**src/rtl/cs_dbuf_pkg.sv**
```systemverilog
package cs_dbuf_pkg;
    localparam int unsigned CS_FRAMES    = 192;
    localparam int unsigned CS_HDR_BYTES = 5;
    localparam int unsigned CS_ADDR_W    = 7;
    localparam logic [6:0]  CS_WIN_BASE  = 7'h20;
    localparam logic [6:0]  CS_CTRL_ADR  = 7'h10;
    localparam logic [6:0]  CS_FLAG_ADR  = 7'h11;

    typedef struct packed {
        logic view_b;
        logic chg_mode;
        logic flag;
    } cs_regs_t;
endpackage

```
**src/rtl/cs_dbuf_capture.sv**
```systemverilog
module cs_dbuf_capture #(
    parameter int unsigned FRAMES = cs_dbuf_pkg::CS_FRAMES
) (
    input  logic              clk,
    input  logic              rst_n,
    input  logic              cs_vld,
    input  logic              cs_bit,
    input  logic              cs_chan_b,
    input  logic              blk_start,
    output logic [FRAMES-1:0] stage_a,
    output logic [FRAMES-1:0] stage_b,
    output logic              commit
);
    localparam int unsigned CNT_W = $clog2(FRAMES);
    localparam logic [CNT_W-1:0] LAST = CNT_W'(FRAMES - 1);

    typedef struct packed {
        logic [CNT_W-1:0]  cnt;
        logic              synced;
        logic [FRAMES-1:0] a;
        logic [FRAMES-1:0] b;
        logic              commit;
    } cap_t;

    cap_t cap_d, cap_q;
    logic [CNT_W-1:0] idx;

    always_comb begin
        cap_d        = cap_q;
        cap_d.commit = 1'b0;
        idx          = blk_start ? '0 : cap_q.cnt;
        if (blk_start) begin
            cap_d.synced = 1'b1;
            cap_d.cnt    = '0;
        end
        if (cs_vld && (blk_start || cap_q.synced)) begin
            if (cs_chan_b) begin
                cap_d.b[idx] = cs_bit;
                if (idx == LAST) begin
                    cap_d.commit = 1'b1;
                    cap_d.synced = 1'b0;
                    cap_d.cnt    = '0;
                end else begin
                    cap_d.cnt = idx + 1'b1;
                end
            end else begin
                cap_d.a[idx] = cs_bit;
            end
        end
    end

    always_ff @(posedge clk or negedge rst_n) begin
        if (!rst_n) cap_q <= '0;
        else        cap_q <= cap_d;
    end

    assign stage_a = cap_q.a;
    assign stage_b = cap_q.b;
    assign commit  = cap_q.commit;

    AST_CNT_RANGE: assert property (@(posedge clk) disable iff (!rst_n)
        cap_q.cnt <= LAST);
    AST_COMMIT_PULSE: assert property (@(posedge clk) disable iff (!rst_n)
        commit |=> !commit);
endmodule

```
**src/rtl/cs_dbuf_store.sv**
```systemverilog
module cs_dbuf_store #(
    parameter int unsigned FRAMES    = cs_dbuf_pkg::CS_FRAMES,
    parameter int unsigned HDR_BYTES = cs_dbuf_pkg::CS_HDR_BYTES
) (
    input  logic              clk,
    input  logic              rst_n,
    input  logic              commit,
    input  logic [FRAMES-1:0] stage_a,
    input  logic [FRAMES-1:0] stage_b,
    output logic [FRAMES-1:0] host_a,
    output logic [FRAMES-1:0] host_b,
    output logic              hdr_changed
);
    localparam int unsigned HDR_BITS = HDR_BYTES * 8;

    typedef struct packed {
        logic [FRAMES-1:0] a;
        logic [FRAMES-1:0] b;
    } host_t;

    host_t host_d, host_q;

    always_comb begin
        host_d = host_q;
        if (commit) begin
            host_d.a = stage_a;
            host_d.b = stage_b;
        end
    end

    always_ff @(posedge clk or negedge rst_n) begin
        if (!rst_n) host_q <= '0;
        else        host_q <= host_d;
    end

    assign host_a      = host_q.a;
    assign host_b      = host_q.b;
    assign hdr_changed = (stage_a[HDR_BITS-1:0] != host_q.a[HDR_BITS-1:0]) ||
                         (stage_b[HDR_BITS-1:0] != host_q.b[HDR_BITS-1:0]);

    AST_HOLD_NO_COMMIT: assert property (@(posedge clk) disable iff (!rst_n)
        !commit |=> ($stable(host_a) && $stable(host_b)));
endmodule

```
**src/rtl/cs_dbuf_regs.sv**
```systemverilog
module cs_dbuf_regs
    import cs_dbuf_pkg::*;
#(
    parameter int unsigned FRAMES = CS_FRAMES,
    parameter int unsigned ADDR_W = CS_ADDR_W
) (
    input  logic              clk,
    input  logic              rst_n,
    input  logic [ADDR_W-1:0] reg_addr,
    input  logic              reg_wr,
    input  logic [7:0]        reg_wdata,
    input  logic              reg_rd,
    input  logic [FRAMES-1:0] host_a,
    input  logic [FRAMES-1:0] host_b,
    input  logic              commit,
    input  logic              hdr_changed,
    output logic [7:0]        reg_rdata,
    output logic              irq
);
    localparam int unsigned BYTES = FRAMES / 8;
    localparam int unsigned OFF_W = $clog2(BYTES);
    localparam logic [ADDR_W-1:0] BASE  = ADDR_W'(CS_WIN_BASE);
    localparam logic [ADDR_W-1:0] CTRLA = ADDR_W'(CS_CTRL_ADR);
    localparam logic [ADDR_W-1:0] FLAGA = ADDR_W'(CS_FLAG_ADR);

    cs_regs_t regs_d, regs_q;
    logic flag_clr, flag_set, in_win;
    logic [ADDR_W-1:0] rel;
    logic [OFF_W+2:0]  bitpos;

    always_comb begin
        regs_d   = regs_q;
        flag_clr = reg_rd && (reg_addr == FLAGA);
        flag_set = commit && (!regs_q.chg_mode || hdr_changed);
        if (reg_wr && (reg_addr == CTRLA)) begin
            regs_d.view_b   = reg_wdata[0];
            regs_d.chg_mode = reg_wdata[1];
        end
        regs_d.flag = flag_set || (regs_q.flag && !flag_clr);
    end

    always_ff @(posedge clk or negedge rst_n) begin
        if (!rst_n) regs_q <= '0;
        else        regs_q <= regs_d;
    end

    always_comb begin
        rel       = reg_addr - BASE;
        in_win    = (reg_addr >= BASE) && (rel < ADDR_W'(BYTES));
        bitpos    = {rel[OFF_W-1:0], 3'b000};
        reg_rdata = '0;
        if (in_win)
            reg_rdata = regs_q.view_b ? host_b[bitpos +: 8] : host_a[bitpos +: 8];
        else if (reg_addr == CTRLA)
            reg_rdata = {6'd0, regs_q.chg_mode, regs_q.view_b};
        else if (reg_addr == FLAGA)
            reg_rdata = {7'd0, regs_q.flag};
    end

    assign irq = regs_q.flag;

    AST_FLAG_EVERY: assert property (@(posedge clk) disable iff (!rst_n)
        (commit && !regs_q.chg_mode) |=> irq);
    AST_FLAG_QUIET: assert property (@(posedge clk) disable iff (!rst_n)
        (!irq && commit && regs_q.chg_mode && !hdr_changed) |=> !irq);
    AST_FLAG_STICKY: assert property (@(posedge clk) disable iff (!rst_n)
        (irq && !(reg_rd && reg_addr == FLAGA)) |=> irq);
    AST_SET_WINS: assert property (@(posedge clk) disable iff (!rst_n)
        (commit && !regs_q.chg_mode && reg_rd && reg_addr == FLAGA) |=> irq);
endmodule

```
**src/rtl/cs_dbuf.sv**
```systemverilog
module cs_dbuf
    import cs_dbuf_pkg::*;
#(
    parameter int unsigned FRAMES    = CS_FRAMES,
    parameter int unsigned HDR_BYTES = CS_HDR_BYTES,
    parameter int unsigned ADDR_W    = CS_ADDR_W
) (
    input  logic              clk,
    input  logic              rst_n,
    input  logic              cs_vld,
    input  logic              cs_bit,
    input  logic              cs_chan_b,
    input  logic              blk_start,
    input  logic [ADDR_W-1:0] reg_addr,
    input  logic              reg_wr,
    input  logic [7:0]        reg_wdata,
    input  logic              reg_rd,
    output logic [7:0]        reg_rdata,
    output logic              irq
);
    logic [FRAMES-1:0] stage_a, stage_b, host_a, host_b;
    logic commit, hdr_changed;

    cs_dbuf_capture #(.FRAMES(FRAMES)) u_cap (
        .clk(clk), .rst_n(rst_n), .cs_vld(cs_vld), .cs_bit(cs_bit),
        .cs_chan_b(cs_chan_b), .blk_start(blk_start),
        .stage_a(stage_a), .stage_b(stage_b), .commit(commit)
    );

    cs_dbuf_store #(.FRAMES(FRAMES), .HDR_BYTES(HDR_BYTES)) u_store (
        .clk(clk), .rst_n(rst_n), .commit(commit),
        .stage_a(stage_a), .stage_b(stage_b),
        .host_a(host_a), .host_b(host_b), .hdr_changed(hdr_changed)
    );

    cs_dbuf_regs #(.FRAMES(FRAMES), .ADDR_W(ADDR_W)) u_regs (
        .clk(clk), .rst_n(rst_n), .reg_addr(reg_addr), .reg_wr(reg_wr),
        .reg_wdata(reg_wdata), .reg_rd(reg_rd), .host_a(host_a), .host_b(host_b),
        .commit(commit), .hdr_changed(hdr_changed),
        .reg_rdata(reg_rdata), .irq(irq)
    );
endmodule

```
**config.mk**
```make
export PLATFORM = sky130hd
export DESIGN_NAME = cs_dbuf
export DESIGN_NICKNAME = d
export VERILOG_FILES = /design/src/rtl/cs_dbuf_pkg.sv /design/src/rtl/cs_dbuf_capture.sv /design/src/rtl/cs_dbuf_store.sv /design/src/rtl/cs_dbuf_regs.sv /design/src/rtl/cs_dbuf.sv
export SDC_FILE = /design/constraint.sdc
export NUM_CORES = 1
export LEC_CHECK = 0
export ABC_AREA = 1
export BUFFER_PORTS_ARGS = -buffer_cell sky130_fd_sc_hd__buf_2
export CAP_MARGIN = 25
export CORE_ASPECT_RATIO = 1.5
export CORE_MARGIN = 2
export CORE_UTILIZATION = 65
export DETAILED_ROUTE_END_ITERATION = 10
export GPL_TIMING_DRIVEN = 1
export MAX_ROUTING_LAYER = met4
export PLACE_DENSITY = 0.82
export SETUP_SLACK_MARGIN = 0.05
export SYNTH_ARGS = -nofsm -noshare
export SYNTH_HDL_FRONTEND = slang
export SYNTH_SLANG_ARGS = --single-unit
```
**constraint.sdc**
```tcl
create_clock -name clk -period 4.8 [get_ports clk]
set_input_delay 0.24 -clock clk [delete_from_list [all_inputs] [get_ports clk]]
set_output_delay 0.24 -clock clk [all_outputs]
set_load 0.03 [all_outputs]
```
; ---- Word level (Yosys, flattened, before mapping)
; Cells that the tools add are included.
[word_totals]
regBits = 781
in_bits = 23
word_cells = 56
[op_classes]
addsub = 2
order_cmp = 4
eq_ne = 5
n_shift = 2
muxes = 17
bitwise = 1
n_reduce_logical = 15
[op_table]
columns = operator, count
row1 = $mux W394, 1
row2 = $bwmux W192, 2
row3 = $shiftx A192 B9 Y8, 2
row4 = $mux W193, 1
row5 = $mux W192, 1
row6 = $ne A40 B40 Y1, 2
row7 = $mux W8, 5
row8 = $mux W9, 2
row9 = $eq A7 B5 Y1 const B, 2
row10 = $lt A8 B9 Y1 const B, 1
row11 = $add A8 B1 Y8 const B, 1
row12 = $demux W1 S8, 1
row13 = $eq A8 B8 Y1 const B, 1
row14 = $ge A8 B1 Y1 const B, 1
row15 = $ge A7 B6 Y1 const B, 1
row16 = $logic_and A1 B1 Y1, 7
row17 = $lt A7 B5 Y1 const B, 1
row18 = $sub A7 B6 Y7 const B, 1
row19 = $logic_or A1 B1 Y1, 4
row20 = $mux W1, 4
row21 = $reduce_and A2 Y1, 2
row22 = $logic_not A1 Y1, 2
row23 = $not A1 Y1, 1

; ---- Logic depth before layout (Yosys ltp)
; Gate-level depths: netlist (run 1).
[logic_depth]
depth_word = 8
ltp_mapped = 15
mapped_depth_nobuf = 12

; ---- Hierarchy
; From an unflattened synthesis (run 1), not the netlist that was laid out.
[unflattened]
hier_cells = 4557
hier_area_um2 = 41109.4
[by_module_without_submodules]
columns = module, n_inst, cells_each, area_per_inst_um2, seq_area_each_um2
row1 = cs_dbuf_capture, 1, 2199, 19284.7, 9859.5
row2 = cs_dbuf_store, 1, 1204, 16920.0, 9609.2
row3 = cs_dbuf_regs, 1, 1154, 4904.7, 75.1

; ---- Least setup slack after synthesis (run 1)
; No wires, ideal clock.
[synth_path]
kind = register to output
from = reg u_regs.regs_q[2]
to = out reg_rdata[2]
t_arrival_ps = 1840
t_required_ps = 4560
path_slack_ps = 2720
path_stages_with_launch = 12
path_buffers = 4
cell_sequence = dfrtp_1 > buf_2 > buf_2 > buf_2 > buf_2 > nand2_1 > o211ai_1 > nand2_1 > nand2_1 > nand4_1 > nand3_1 > a21oi_1
[synth_between]
elab_chain_len = 2
[synth_rtl]
columns = item, line_no
row1 = "start, declared", cs_dbuf_regs.sv:26  ; cs_regs_t regs_d, regs_q;
row2 = "start signal, assigned", cs_dbuf_regs.sv:44  ; else regs_q <= regs_d;
row3 = $mux W8, cs_dbuf_regs.sv:53  ; reg_rdata = regs_q.view_b ? host_b[bitpos +: 8] : host_a[bitpos +: 8];
row4 = $mux W8, cs_dbuf_regs.sv:52  ; if (in_win)
row5 = "end, declared", cs_dbuf.sv:18  ; output logic [7:0] reg_rdata,
; No other way between the ends.

; ---- Worst setup path in the final report (run 1)
; Ends and elaborated chain as after synthesis.

==> impl_metrics.tcl, run 1 <==
set metrics [dict create \
    startpoint_type "flop" \
    hpwl_mm 56.3 \
    drtAntennaViolNets 0 \
    insertion_delay_ns 0.61 \
    vias 30400 \
    status "finished, final reports clean" \
    fin_util 0.710 \
    worst_slack_ns 1.27 \
    ir_drop_mv 0.363 \
    drt-pass1-iter-count 6 \
    synth_area_per_cell_sq_um 8.29 \
    fin_hold_ws_ns 0.00475 \
    drive_above_1_share 0.0831 \
    cts_buffers 71 \
    power_switching_mw 3.18 \
    nNetsFinal 4246 \
    worstPathRequired_ns 4.56 \
    hold_violations 0 \
    seq_area_frac_synth 0.543 \
    path_clk_slew_ns 0.07 \
    rows 105 \
    fin_crit_ns 3.53 \
    coreArea_sq_mm 0.0548 \
    ios 32 \
    place.gp.congestion 0.905 \
    hp-class "in -> reg" \
    initial_core_util 0.657 \
    setup_violations 0 \
    report.final.slew_viol_count 0 \
    crit_type "reg -> out" \
    drtIter0Drc 3605 \
    cts_resized 0 \
    track_usage 0.362 \
    crit_path_end_kind "primary output" \
    ys_ff_latch 781 \
    synth.distinct_cells 35 \
    ys_warn_count 0 \
    cap_violations 0 \
    place_area_sq_mm 0.0364 \
    synth-edff-count 0 \
    area.sequential_sq_mm 0.0196 \
    drc 0 \
    portBuffers 25 \
    async_reset_ff_frac 1.00 \
    dominantRegCellSynth "dfrtp_1" \
    rsz0062_at_grt "no" \
    powerDensity_mw_per_mm2 342 \
    instances_no_fill 4969 \
    p_leak_nw 17.9 \
    netSwitchingFraction 0.239 \
    fin_setup_tns_ns 0 \
    arrival_ns 3.29 \
    max_slew_margin 0.259 \
    wl_per_cell_microns 20.0 \
    grt_max_degree 182 \
    p_clk_frac 0.440 \
    multiInputGateArea_sq_mm 0.0138 \
    cts_root_buf "clkbuf_16" \
    rrSetupSlack_ns 2.19 \
    wirelength_mm 99.2 \
    stdcell_area_sq_mm 0.0389 \
    power_mw 13.3 \
    vias_per_cell 6.12 \
    dieWidth_microns 196 \
    dieHeight_microns 292 \
    cts_tree "yes" \
    grt_pass1_vias 29600 \
    fin_skew_ns 0.0194 \
    syn-num-nets 4373 \
    path_max_fanout 36 \
    final.fill_count 4029 \
    cts_sinks 781 \
    combPwrFrac 0.063 \
    seqPwrFrac 0.497 \
    grt_overflow 0 \
    dieArea_sq_mm 0.0573 \
    p_int_mw 10.1 \
    netlist_area_sq_mm 0.0360 \
    areaGrowthSynthToFinish_pct 7.99 \
    cts_htree_levels 3 \
    grt_pass1_wl_mm 158 \
    place_ws_ns 1.81 \
    synthCells 4346 \
    tightest_slew_ns 1.11 \
    antenna_found_initial 1 \
    cts_buffer_depth 3 \
    post_cts_buffers 0 \
    timing.final.crit_share 0.736 \
    fmax_ghz 0.283 \
    dp.cells 4835 \
]
==> critical path, stage by stage, from the launching register on <==
cell and delay (ns):
dfrtp_4 0.51, inv_4 0.39, buf_4 0.36, o21ai_0 0.13
a21oi_1 0.20, nor2_1 0.06, nand2_1 0.09, nand3_1 0.17
nand2_1 0.26, nand2_1 0.09, a21oi_1 0.16, buf_2 0.23
==> per-layer routing <==
layer / part of all wire / track usage / routed length (microns)
met1: 0.38 / 0.451 / 37200
met2: 0.48 / 0.580 / 47700
met3: 0.083 / 0.0478 / 8230
met4: 0.060 / 0.196 / 6000
met5: 0 / - / 0
==> synth_stat cells (all sizes together), types with 2 or more instances <==
cell type / instances / area (sq um)
nand2: 1209 / 4550
dfrtp: 781 / 19500
o21ai: 740 / 3700
nand3: 500 / 2500
inv: 383 / 1440
buf: 176 / 871
nor2: 138 / 588
clkbuf: 119 / 447
mux2: 100 / 1130
a21oi: 79 / 395
o211ai: 26 / 195
nor3: 22 / 126
a31oi: 20 / 125
nand4: 18 / 113
xor2: 14 / 123
xnor2: 5 / 43.8
ha: 4 / 50.1
clkinv: 3 / 11.3
o22ai: 3 / 18.8
or2: 2 / 12.5
==> cell usage in the layout, fill, tap and decap left out, drive strengths merged, types with 3 or more instances in the layout <==
master,Yosys,routed
nand4,18,18
buf,176,89
bufinv,0,4
nor3,22,22
a21oi,79,79
o22ai,3,3
o211ai,26,26
nand3,500,500
clkbuf,119,110
xor2,14,14
nand2,1209,1209
xnor2,5,5
o21ai,740,740
inv,383,386
dfrtp,781,781
mux2,100,100
nor2,138,138
dlygate4sd3,0,6
ha,4,4
a31oi,20,20
clkinv,3,11
==> logic make-up after synthesis <==
family	count (synthesis)	synth area share
compound gates	872	0.124
xor+xnor	19	0.00462
fa+ha+maj	4	0.00139
buf+inv	681	0.0768
flops	781	0.543
mux	100	0.0313
simple gates	1889	0.219
==> layout make-up <==
class,count,share of cell area
diodes,1,0.0000643
clock buffers,110,0.0562
clock inverters,17,0.00537
inverters,386,0.0375
multi-input cells,2884,0.354
flip-flops and latches,781,0.503
well taps,695,0.0224
repair buffers,95,0.0214
==> power groups by stage <==
| stage | logic [mW] | clock network [mW] | registers, mW |
|---|---|---|---|
| after floorplan | 0.436 | 0 | 6.74 |
| after global placement | 0.809 | 0 | 6.74 |
| after detailed placement | 0.813 | 0 | 6.75 |
| after CTS | 0.822 | 5.87 | 6.62 |
| after global routing | 0.904 | 6.13 | 6.62 |
| final | 0.835 | 5.86 | 6.62 |
==> path summary, 6_finish.rpt <==
kind                             startpoint                  to  cells past startpoint
max reg2reg                u_cap.cap_q[386]                flop                      9
max                        u_regs.regs_q[2]        reg_rdata[2]                     11
min reg2reg                            flop  u_store.host_a[69]                      2
max in group asynchronous             rst_n        u_cap.commit                      3
min                                  reg_wr    u_regs.regs_q[1]                      3
min in group asynchronous             rst_n  u_store.host_b[93]                      2
==> repair_timing <==
item | 4_1_cts | 5_1_grt
endpoints found under the setup margin | 0 | 0
hold buffers | 6 | 0
endpoints found under the hold margin | 105 | 0
Power figures use the tool's default switching activity.
==> inputs of run 2 (changes only) <==
--- a/config.mk
+++ b/config.mk
@@ -10,11 +10,11 @@
 export CAP_MARGIN = 25
 export CORE_ASPECT_RATIO = 1.5
 export CORE_MARGIN = 2
-export CORE_UTILIZATION = 65
+export CORE_UTILIZATION = 57
 export DETAILED_ROUTE_END_ITERATION = 10
 export GPL_TIMING_DRIVEN = 1
 export MAX_ROUTING_LAYER = met4
-export PLACE_DENSITY = 0.82
+export PLACE_DENSITY = 0.76
 export SETUP_SLACK_MARGIN = 0.05
 export SYNTH_ARGS = -nofsm -noshare
 export SYNTH_HDL_FRONTEND = slang
==> constraint.sdc (replaced) <==
create_clock -name clk -period 2.87 [get_ports clk]
set_input_delay 0.1435 -clock clk [delete_from_list [all_inputs] [get_ports clk]]
set_output_delay 0.1435 -clock clk [all_outputs]
set_load 0.03 [all_outputs]
==> run 2 against run 1 <==
The flow now finishes with violations (negative setup slack). Combinational power increased by 99%. Sequential power increased by 68%. Register-to-register slack got worse by 1.5 ns. Highest routed layer unchanged.
==> impl_metrics.tcl, run 2 (synthesis results as in run 1) <==
set metrics [dict create \
    dieArea_sq_mm 0.0653 \
    fin_crit_ns 2.90 \
    fmax_ghz 0.345 \
    cts_root_buf "clkbuf_16" \
    final_cell_mix "nand2_1, dfrtp_1, o21ai_0, nand3_1, inv_1" \
    crit_path_end_kind "primary output" \
    p_leak_nw 18.5 \
    vias_per_cell 5.90 \
    wirelength_mm 101 \
    place.gp.congestion 0.860 \
    drive_above_1_share 0.105 \
    dieWidth_microns 209 \
    cts_buffer_depth 3 \
    tightest_slew_ns 0.809 \
    path_max_fanout 33 \
    place_ws_ns 0.434 \
    power_mw 22.8 \
    met1_length_mm 39.8 \
    final_common_cell "nand2_1" \
    initial_core_util 0.578 \
    powerDensity_mw_per_mm2 565 \
    cap_violations 0 \
    max_slew_margin 0.461 \
    crit_type "reg -> out" \
    arrival_ns 2.75 \
    timing.rr.start "u_cap.cap_q[387]" \
    antenna_found_initial 1 \
    portBuffers 25 \
    cts_buffers 72 \
    ios 32 \
    drtIter0Drc 3153 \
    report.final.slew_viol_count 0 \
    startpoint_type "flop" \
    drtAntennaViolNets 0 \
    wl_per_cell_microns 19.7 \
    setup_violations 2 \
    grt_max_degree 134 \
    insertion_delay_ns 0.63 \
    place_area_sq_mm 0.0371 \
    highest_layer "met4" \
    timing.final.crit_share 1.01 \
    hpwl_mm 58.3 \
    worstPathRequired_ns 2.73 \
    fin_util 0.647 \
    fin_skew_ns 0.0172 \
    hold_violations 0 \
    stdcell_area_sq_mm 0.0404 \
    areaGrowthSynthToFinish_pct 12.1 \
    vias 30300 \
    nNetsFinal 4310 \
    rows 112 \
    status "finished, violations left" \
    cts_htree_levels 3 \
    drt-pass1-iter-count 6 \
    violations "negative setup slack" \
    path_clk_slew_ns 0.07 \
    dieHeight_microns 312 \
    worst_slack_ns -0.0268 \
    wl_met3_mm 7.32 \
    track_usage 0.324 \
    hp-class "in -> reg" \
    final.fill_count 4879 \
    grt_pass1_wl_mm 162 \
    worstHoldStart "cs_chan_b" \
    grt_pass1_vias 29600 \
    cts_sinks 781 \
    ir_drop_mv 0.528 \
    cp-startpoint "u_regs.regs_q[2]" \
    rsz0062_at_grt "yes" \
    cts_tree "yes" \
    met2_wirelength_mm 48.7 \
    coreArea_sq_mm 0.0624 \
    drc 0 \
    grt_overflow 0 \
]
==> run 2: cell types whose count changed in the layout (fill, tap and decap cells not counted), sizes merged <==
cell         delta
buf            +53
bufbuf          +5
bufinv          +3
clkinv          +2
clkinvlp        -2
dlygate4sd3     +3
inv             +1
==> run 2: what timing repair did <==
item                       in CTS  in global routing
setup endpoints to repair       8                  8
hold endpoints to repair      219                  0
gates cloned                    9                  1
setup buffers                   8                  1
hold buffers                    9                  0
pin swaps                      11                 11
gates resized for setup        59                 21
==> run 2: critical path, cell delays in order, from the launching register on <==
cell      delay, ns
dfrtp_4        0.50
buf_4          0.20
buf_16         0.18
nand2_1        0.09
o211ai_1       0.08
nand2_1        0.16
nand2_1        0.08
nand2_1        0.10
nand3_2        0.12
nand2_2        0.17
nand2_2        0.08
a21oi_2        0.18
buf_6          0.16
==> run 2: power by group <==
group          leakage [nW]  internal (mW)  switching (mW)
clock network          1.21           5.79            4.27
logic                  6.43          0.471            1.19
registers              10.9           11.0          0.0348
==> run 2: path summary, 6_finish.rpt <==
kind,to,slack (ns),depth (start not counted)
worst max-delay path,reg_rdata[6],-0.03,12
worst min-delay path,u_cap.commit,0.04,5
worst max register to register,flop,0.68,10
worst min register to register,flop,0.48,2
max in group asynchronous,u_store.host_b[187],1.76,3
min in group asynchronous,u_store.host_b[83],0.07,2
==> run 2: routing by layer <==
| metal | track usage | vias up |
|---|---|---|
| li1 | - | 14000 |
| met5 | - | - |
| met4 | 0.168 | 0 |
| met2 | 0.516 | 1269 |
| met1 | 0.405 | 14700 |
| met3 | 0.0475 | 308 |
==> run 2: cell type report <==
type                       count  area (sq um)  share of cell area
clock buffer                 109          2130              0.0528
timing repair inverter         1          8.76            0.000217
antenna                        1          2.50           0.0000620
clock inverter                20           328             0.00812
timing repair buffer         157          1950              0.0484
sequential                   781         19600               0.484
multi-input combinational   2884         13900               0.345
inverter                     386          1470              0.0365
tap                          798           998              0.0247
==> run 2: metrics by stage <==
stage | setup TNS (ns) | cells | hold slack [ns]
after floorplan | 0 | 4346 | -0.152
after global placement | 0 | 4979 | 0.134
after detailed placement | 0 | 4979 | 0.139
after CTS | 0 | 5134 | 0.0205
after global routing | -0.504 | 5137 | 0.0536
final | -0.0329 | 5137 | 0.0404
